<file path="src/rtl/vrr_pkg.sv">
package vrr_pkg;
  typedef enum logic {
    PH_SCAN = 1'b0,
    PH_EXIT = 1'b1
  } vrr_phase_e;
endpackage

</file>
<file path="src/rtl/vrr_bounds.sv">
module vrr_bounds #(
  parameter int LINE_W  = 16,
  parameter int GUARD_W = 8
) (
  input  logic [LINE_W-1:0]  vmin_m1,
  input  logic [LINE_W-1:0]  vmax_m1,
  input  logic [LINE_W-1:0]  flip_m1,
  input  logic [GUARD_W-1:0] guard,
  input  logic               flip_en,
  input  logic               ign_max_shift,
  output logic [LINE_W-1:0]  early_line,
  output logic [LINE_W-1:0]  late_line
);
  localparam logic [LINE_W-1:0] ONE = LINE_W'(1);
  localparam logic [LINE_W-1:0] TWO = LINE_W'(2);

  logic [LINE_W-1:0] guard_ext;
  logic [LINE_W-1:0] min_gate;
  logic [LINE_W-1:0] vmax_real;

  always_comb begin
    guard_ext  = LINE_W'(guard);
    // shortest blank: flip line, or the minimum total plus one when the flip line is off
    min_gate   = flip_en ? (flip_m1 + ONE) : (vmin_m1 + TWO);
    vmax_real  = vmax_m1 + ONE;
    early_line = min_gate - guard_ext;
    late_line  = ign_max_shift ? (vmax_real - guard_ext) : vmax_real;
  end
endmodule

</file>
<file path="src/rtl/vrr_push_ctl.sv">
module vrr_push_ctl (
  input  logic clk,
  input  logic rst_n,
  input  logic push_wr,
  input  logic push_en,
  input  logic live_en,
  input  logic consume,
  output logic pend_q
);
  logic accept;

  always_comb accept = push_wr & push_en & live_en;

  always_ff @(posedge clk or negedge rst_n) begin
    if (!rst_n) pend_q <= 1'b0;
    else        pend_q <= (pend_q & ~consume) | accept;
  end

  // a consumed push clears unless a new one lands in the same cycle
  a_r7_self_clear: assert property (@(posedge clk) disable iff (!rst_n)
    (pend_q && consume && !push_wr) |=> !pend_q);

  // an unarmed push never raises the pending flag
  a_r6_unarmed_ignored: assert property (@(posedge clk) disable iff (!rst_n)
    (!pend_q && push_wr && !push_en) |=> !pend_q);

  // no push is taken while variable refresh is not live
  a_r6_idle_ignored: assert property (@(posedge clk) disable iff (!rst_n)
    (!pend_q && !live_en) |=> !pend_q);
endmodule

</file>
<file path="src/rtl/vrr_line_fsm.sv">
module vrr_line_fsm
  import vrr_pkg::*;
#(
  parameter int LINE_W  = 16,
  parameter int GUARD_W = 8
) (
  input  logic               clk,
  input  logic               rst_n,
  input  logic               line_tick,
  input  logic               ctl_enable,
  input  logic [LINE_W-1:0]  fix_vtotal,
  input  logic [LINE_W-1:0]  fix_vblank_start,
  input  logic [LINE_W-1:0]  early_line,
  input  logic [LINE_W-1:0]  late_line,
  input  logic [GUARD_W-1:0] guard,
  input  logic               pend,
  output logic               consume,
  output logic [LINE_W-1:0]  line_q,
  output logic               frame_start_q,
  output logic               latch_q,
  output logic               live_q
);
  localparam logic [LINE_W-1:0] ONE = LINE_W'(1);

  vrr_phase_e        phase_q;
  logic [LINE_W-1:0] exit_end_q;
  logic [LINE_W-1:0] nxt;
  logic              wrap;
  logic              go_exit;

  always_comb begin
    nxt     = line_q + ONE;
    wrap    = live_q ? (phase_q == PH_EXIT && nxt == exit_end_q)
                     : (nxt == fix_vtotal);
    go_exit = live_q && phase_q == PH_SCAN &&
              ((pend && nxt >= early_line) || nxt >= late_line);
    consume = line_tick && go_exit && pend;
  end

  always_ff @(posedge clk or negedge rst_n) begin
    if (!rst_n) begin
      line_q        <= '0;
      phase_q       <= PH_SCAN;
      exit_end_q    <= '0;
      frame_start_q <= 1'b0;
      latch_q       <= 1'b0;
      live_q        <= 1'b0;
    end else begin
      frame_start_q <= 1'b0;
      latch_q       <= 1'b0;
      if (line_tick) begin
        if (wrap) begin
          line_q        <= '0;
          phase_q       <= PH_SCAN;
          frame_start_q <= 1'b1;
          live_q        <= ctl_enable;
        end else begin
          line_q <= nxt;
          if (!live_q) begin
            latch_q <= (nxt == fix_vblank_start);
          end else if (go_exit) begin
            phase_q    <= PH_EXIT;
            exit_end_q <= nxt + LINE_W'(guard);
            latch_q    <= 1'b1;
          end
        end
      end
    end
  end

  // the live status moves only together with a frame start
  a_r8_live_at_frame: assert property (@(posedge clk) disable iff (!rst_n)
    (live_q != $past(live_q)) |-> frame_start_q);

  // a stretched-frame latch lies between the decision boundaries
  a_r4_latch_in_window: assert property (@(posedge clk) disable iff (!rst_n)
    (latch_q && live_q) |-> (line_q >= early_line && line_q <= late_line));

  // a fixed-frame latch is at the fixed vblank start
  a_r2_fixed_latch: assert property (@(posedge clk) disable iff (!rst_n)
    (latch_q && !live_q) |-> (line_q == fix_vblank_start));

  // a frame start is never coincident with a latch
  a_r11_start_alone: assert property (@(posedge clk) disable iff (!rst_n)
    frame_start_q |-> !latch_q);
endmodule

</file>
<file path="src/rtl/vrr_vtiming.sv">
module vrr_vtiming #(
  parameter int LINE_W  = 16,
  parameter int GUARD_W = 8
) (
  input  logic               clk,
  input  logic               rst_n,
  input  logic               line_tick,
  input  logic [LINE_W-1:0]  fix_vtotal,
  input  logic [LINE_W-1:0]  fix_vblank_start,
  input  logic [LINE_W-1:0]  vmin_m1,
  input  logic [LINE_W-1:0]  vmax_m1,
  input  logic [LINE_W-1:0]  flip_m1,
  input  logic [GUARD_W-1:0] guard,
  input  logic               ctl_enable,
  input  logic               ign_max_shift,
  input  logic               flip_en,
  input  logic               push_en,
  input  logic               push_wr,
  output logic [LINE_W-1:0]  line_cnt,
  output logic               frame_start,
  output logic               latch_strobe,
  output logic               live_en,
  output logic               push_pending
);
  logic [LINE_W-1:0] early_line;
  logic [LINE_W-1:0] late_line;
  logic              consume;

  vrr_bounds #(.LINE_W(LINE_W), .GUARD_W(GUARD_W)) u_bounds (
    .vmin_m1       (vmin_m1),
    .vmax_m1       (vmax_m1),
    .flip_m1       (flip_m1),
    .guard         (guard),
    .flip_en       (flip_en),
    .ign_max_shift (ign_max_shift),
    .early_line    (early_line),
    .late_line     (late_line)
  );

  vrr_push_ctl u_push (
    .clk     (clk),
    .rst_n   (rst_n),
    .push_wr (push_wr),
    .push_en (push_en),
    .live_en (live_en),
    .consume (consume),
    .pend_q  (push_pending)
  );

  vrr_line_fsm #(.LINE_W(LINE_W), .GUARD_W(GUARD_W)) u_fsm (
    .clk              (clk),
    .rst_n            (rst_n),
    .line_tick        (line_tick),
    .ctl_enable       (ctl_enable),
    .fix_vtotal       (fix_vtotal),
    .fix_vblank_start (fix_vblank_start),
    .early_line       (early_line),
    .late_line        (late_line),
    .guard            (guard),
    .pend             (push_pending),
    .consume          (consume),
    .line_q           (line_cnt),
    .frame_start_q    (frame_start),
    .latch_q          (latch_strobe),
    .live_q           (live_en)
  );
endmodule

</file>
<file path="config.mk">
export PLATFORM = sky130hd
export DESIGN_NAME = vrr_vtiming
export DESIGN_NICKNAME = d
export VERILOG_FILES = /design/src/rtl/vrr_pkg.sv /design/src/rtl/vrr_bounds.sv /design/src/rtl/vrr_push_ctl.sv /design/src/rtl/vrr_line_fsm.sv /design/src/rtl/vrr_vtiming.sv
export SDC_FILE = /design/constraint.sdc
export NUM_CORES = 1
export LEC_CHECK = 0
export ABC_AREA = 1
export BUFFER_PORTS_ARGS = -buffer_cell sky130_fd_sc_hd__buf_2
export CORE_ASPECT_RATIO = 2
export CORE_UTILIZATION = 49
export DETAILED_ROUTE_END_ITERATION = 6
export PLACE_DENSITY = 0.72
export SLEW_MARGIN = 20
export SYNTH_ARGS = -nofsm -noshare
export SYNTH_HDL_FRONTEND = slang
export SYNTH_SLANG_ARGS = --single-unit
</file>
<file path="constraint.sdc">
create_clock -name clk -period 3.7 [get_ports clk]
set_clock_uncertainty 0.1 [all_clocks]
set_input_delay 0.185 -clock clk [delete_from_list [all_inputs] [get_ports clk]]
set_output_delay 0.185 -clock clk [all_outputs]
set_load 0.02 [all_outputs]
</file>
==> run summary <==
Number of inserted diodes: 0
Initial antenna violation count: 0
XOR/XNOR Fraction of Synth Area: 9.65%
Die W: 80.4 um
FP Rows: 57
Minimum clock period: 3.76 ns
Total routed wirelength: 19600 um
Most common cell after layout, fill and taps aside: nand2_1
Unrepaired setup endpoints after global routing: true
Drt first-iter violations: 285
Worst-Skew Late Latency: 0.29 ns
Core area: 12100 um^2
Maximum vdd ir drop: 0.425 mV
Max Root-Sink Buffers: 2
Routed via count divided by cell count: 5.31
HP Start: ctl_enable
Vias: 7191
Hold Slack: 0.0212 ns
Top-level port count: 116
Final RePlAce weighted congestion: 0.898
Total GRT Usage: 30.9%
Largest family of logic cells by synthesized area: simple AND/OR/NAND/NOR gates
Residual DRC: 0
Slowest stage delay, CP: 0.29 ns
Mapped Nets: 1147
Post-Layout Cell Count: 1354
Layout cells sized above 1: 29.6%
Critical path arrival: 3.83 ns
Mux cell area share after synthesis: 0%
Violated checks: negative setup slack
Synth top area cells: nand2_1, dfrtp_1, ha_1
Worst slew pin tran: 1.09 ns
Area fraction in compound gates after synthesis: 12.8%
Sequential area share after synthesis: 15.4%
Die area: 12800 um^2
CP Buf/Inv Count: 5
Critical Path End Type: register
Synth Warn #: 0
Slowest CP cell: ha_4
Vias in the first global route: 7083
Initial Util: 50.0%
Library cells used by synthesis: 48
Clock root buffer master: clkbuf_16
Final Net Count: 1365
PD cells: 279 nW/um^2
Max transition margin: 27.0%
Setup WS post-layout: -0.0560 ns
Worst Hold End: u_fsm.live_q
Leakage: 0.00434 uW
CTS Buf Count: 5
DRT Pass-1 Iters: 5
ANT nets after route: 0
Layout fillers: 1098
Syn-to-layout area delta: 37.1%
FF-to-FF setup slack: 0.10 ns
DR WL/cell: 14.5 um
Largest net degree at the start of global routing: 38
Worst r2r path cells: 17
Mapped Area: 6030 um^2
Post-synth EDFFs: 0
Worst R2R End: u_fsm.exit_end_q[6]
Most frequent cells in the layout: nand2_1, inv_1, buf_2
Final hold vios: 0
Final slew viol count: 0
CP top delay family: simple AND/OR/NAND/NOR gates
Commonest register cell after synthesis: dfrtp_1
Final count of negative-setup-slack endpoints: 18
Post-DP HPWL: 15600 um
Placed insts: 1332
PortBufs: 115
Count of state elements after synthesis: 37
Cell taking the most area after synthesis: nand2_1
Simple-gate share of the synthesized area: 38.4%
Total Power: 2310 uW
Fraction of registers with async set/reset: 100%
Max Fclk: 266 MHz
Post-Synth Adder-Cell Area: 13.4%
R2R Path Start: u_fsm.line_q[0]
First-pass GRT wire length: 30400 um
Max cap viols: 0
Kind of critical path: input port to register
Worst Setup Start Kind: input port
Clk sinks: 37
Chip height: 159 um
Final worst-path cycle share: 102%
Worst Hold Class: input port to register
CTS tree: done
Maximum fanout along the worst path: 7
Status: finished with violations
Post-synth top area share: 17.3%
Critical path's most frequent cell: nand2_1
CP required: 3.78 ns
Total gr overflow: 0
Hold-critical path depth: 3
Crit path depth: 31
Clock transition at path regs: 0.06 ns
H-tree levels: 2
Synth Instances: 988
Avg Cell Area, Syn: 6.10 um^2
routing by layer:
| layer | wire (um) | global-route usage, % | up-vias |
|---|---|---|---|
| met4 | 1700 | 26.6 | 0 |
| met3 | 758 | 5.17 | 105 |
| met5 | 0 | 0 | - |
| met2 | 10900 | 58.8 | 226 |
| li1 | - | - | 3633 |
| met1 | 6260 | 25.5 | 3227 |
area by class of cell:
type	instances	area [um^2]	area share, %
tap	147	184	2.22
sequential	37	926	11.2
timing repair buffer	221	1470	17.7
clock inverter	1	5.00	0.0605
clock buffer	7	153	1.85
inverter	152	578	6.99
multi-input combinational	789	4960	59.9
worst max path at each step:
stage,startpoint,to
after floorplan,flip_m1[0],u_fsm.exit_end_q[12]
after global routing,flip_m1[1],u_push.pend_q
final,flip_m1[1],u_fsm.exit_end_q[6]
after global placement,flip_m1[0],u_fsm.phase_q
after CTS,vmax_m1[1],u_fsm.exit_end_q[3]
after detailed placement,flip_m1[0],u_fsm.exit_end_q[0]
synthesized netlist by cell type (6+ instances only):
cell type,number
nand2_1,278
inv_1,145
nor2_1,91
nand3_1,69
ha_1,60
o21ai_0,59
a21oi_1,45
xor2_1,43
dfrtp_1,37
nand4_1,20
nor3_1,19
xnor2_1,19
nand2_2,13
nand3b_1,11
o21ai_2,9
clkbuf_1,8
inv_2,6
or2_2,6
power breakdown:
part | total [uW] | internal [uW] | switching (uW)
Sequential | 473 | 432 | 41.5
Combinational | 1370 | 562 | 803
Clock | 467 | 286 | 181
Total | 2310 | 1280 | 1030
registers in the layout, summed over array words and instances (netlist names):
name and cells:
u_fsm.phase_q 1, u_fsm.exit_end_q 16, u_fsm.line_q 16, u_fsm.latch_q 1
u_fsm.live_q 1, u_fsm.frame_start_q 1, u_push.pend_q 1
metrics by stage:
step | cell area [um^2] | setup slack (ns) | util [%] | setup TNS, ns
6_report | 8270 | -0.0560 | 68.6 | -0.724
3_5_place_dp | 7430 | -0.620 | 61.7 | -10.98
5_1_grt | 8270 | -0.289 | 68.6 | -5.09
4_1_cts | 7860 | -0.0196 | 65.2 | -0.0758
3_3_place_gp | 7430 | -0.573 | 61.7 | -10.45
2_1_floorplan | 6040 | -0.00398 | - | -0.00398
logic make-up after synthesis:
kind of cell | after synthesis
xor+xnor | 64
fa+ha+maj | 63
buf+inv | 162
compound gates | 136
flops | 37
simple gates | 526
worst min-delay path: stages:
cell and delay (ns):
buf_2 0.08, nand3_1 0.06, nand2_1 0.06
timing repair:
action,4_1_cts,5_1_grt
endpoints found under the setup margin,19,19
endpoints found under the hold margin,37,0
resized for setup,48,90
hold buffers,1,0
gates cloned,0,4
pin swaps,14,53
setup buffers,5,5
Note: power is estimated with default switching activity, not from simulation.
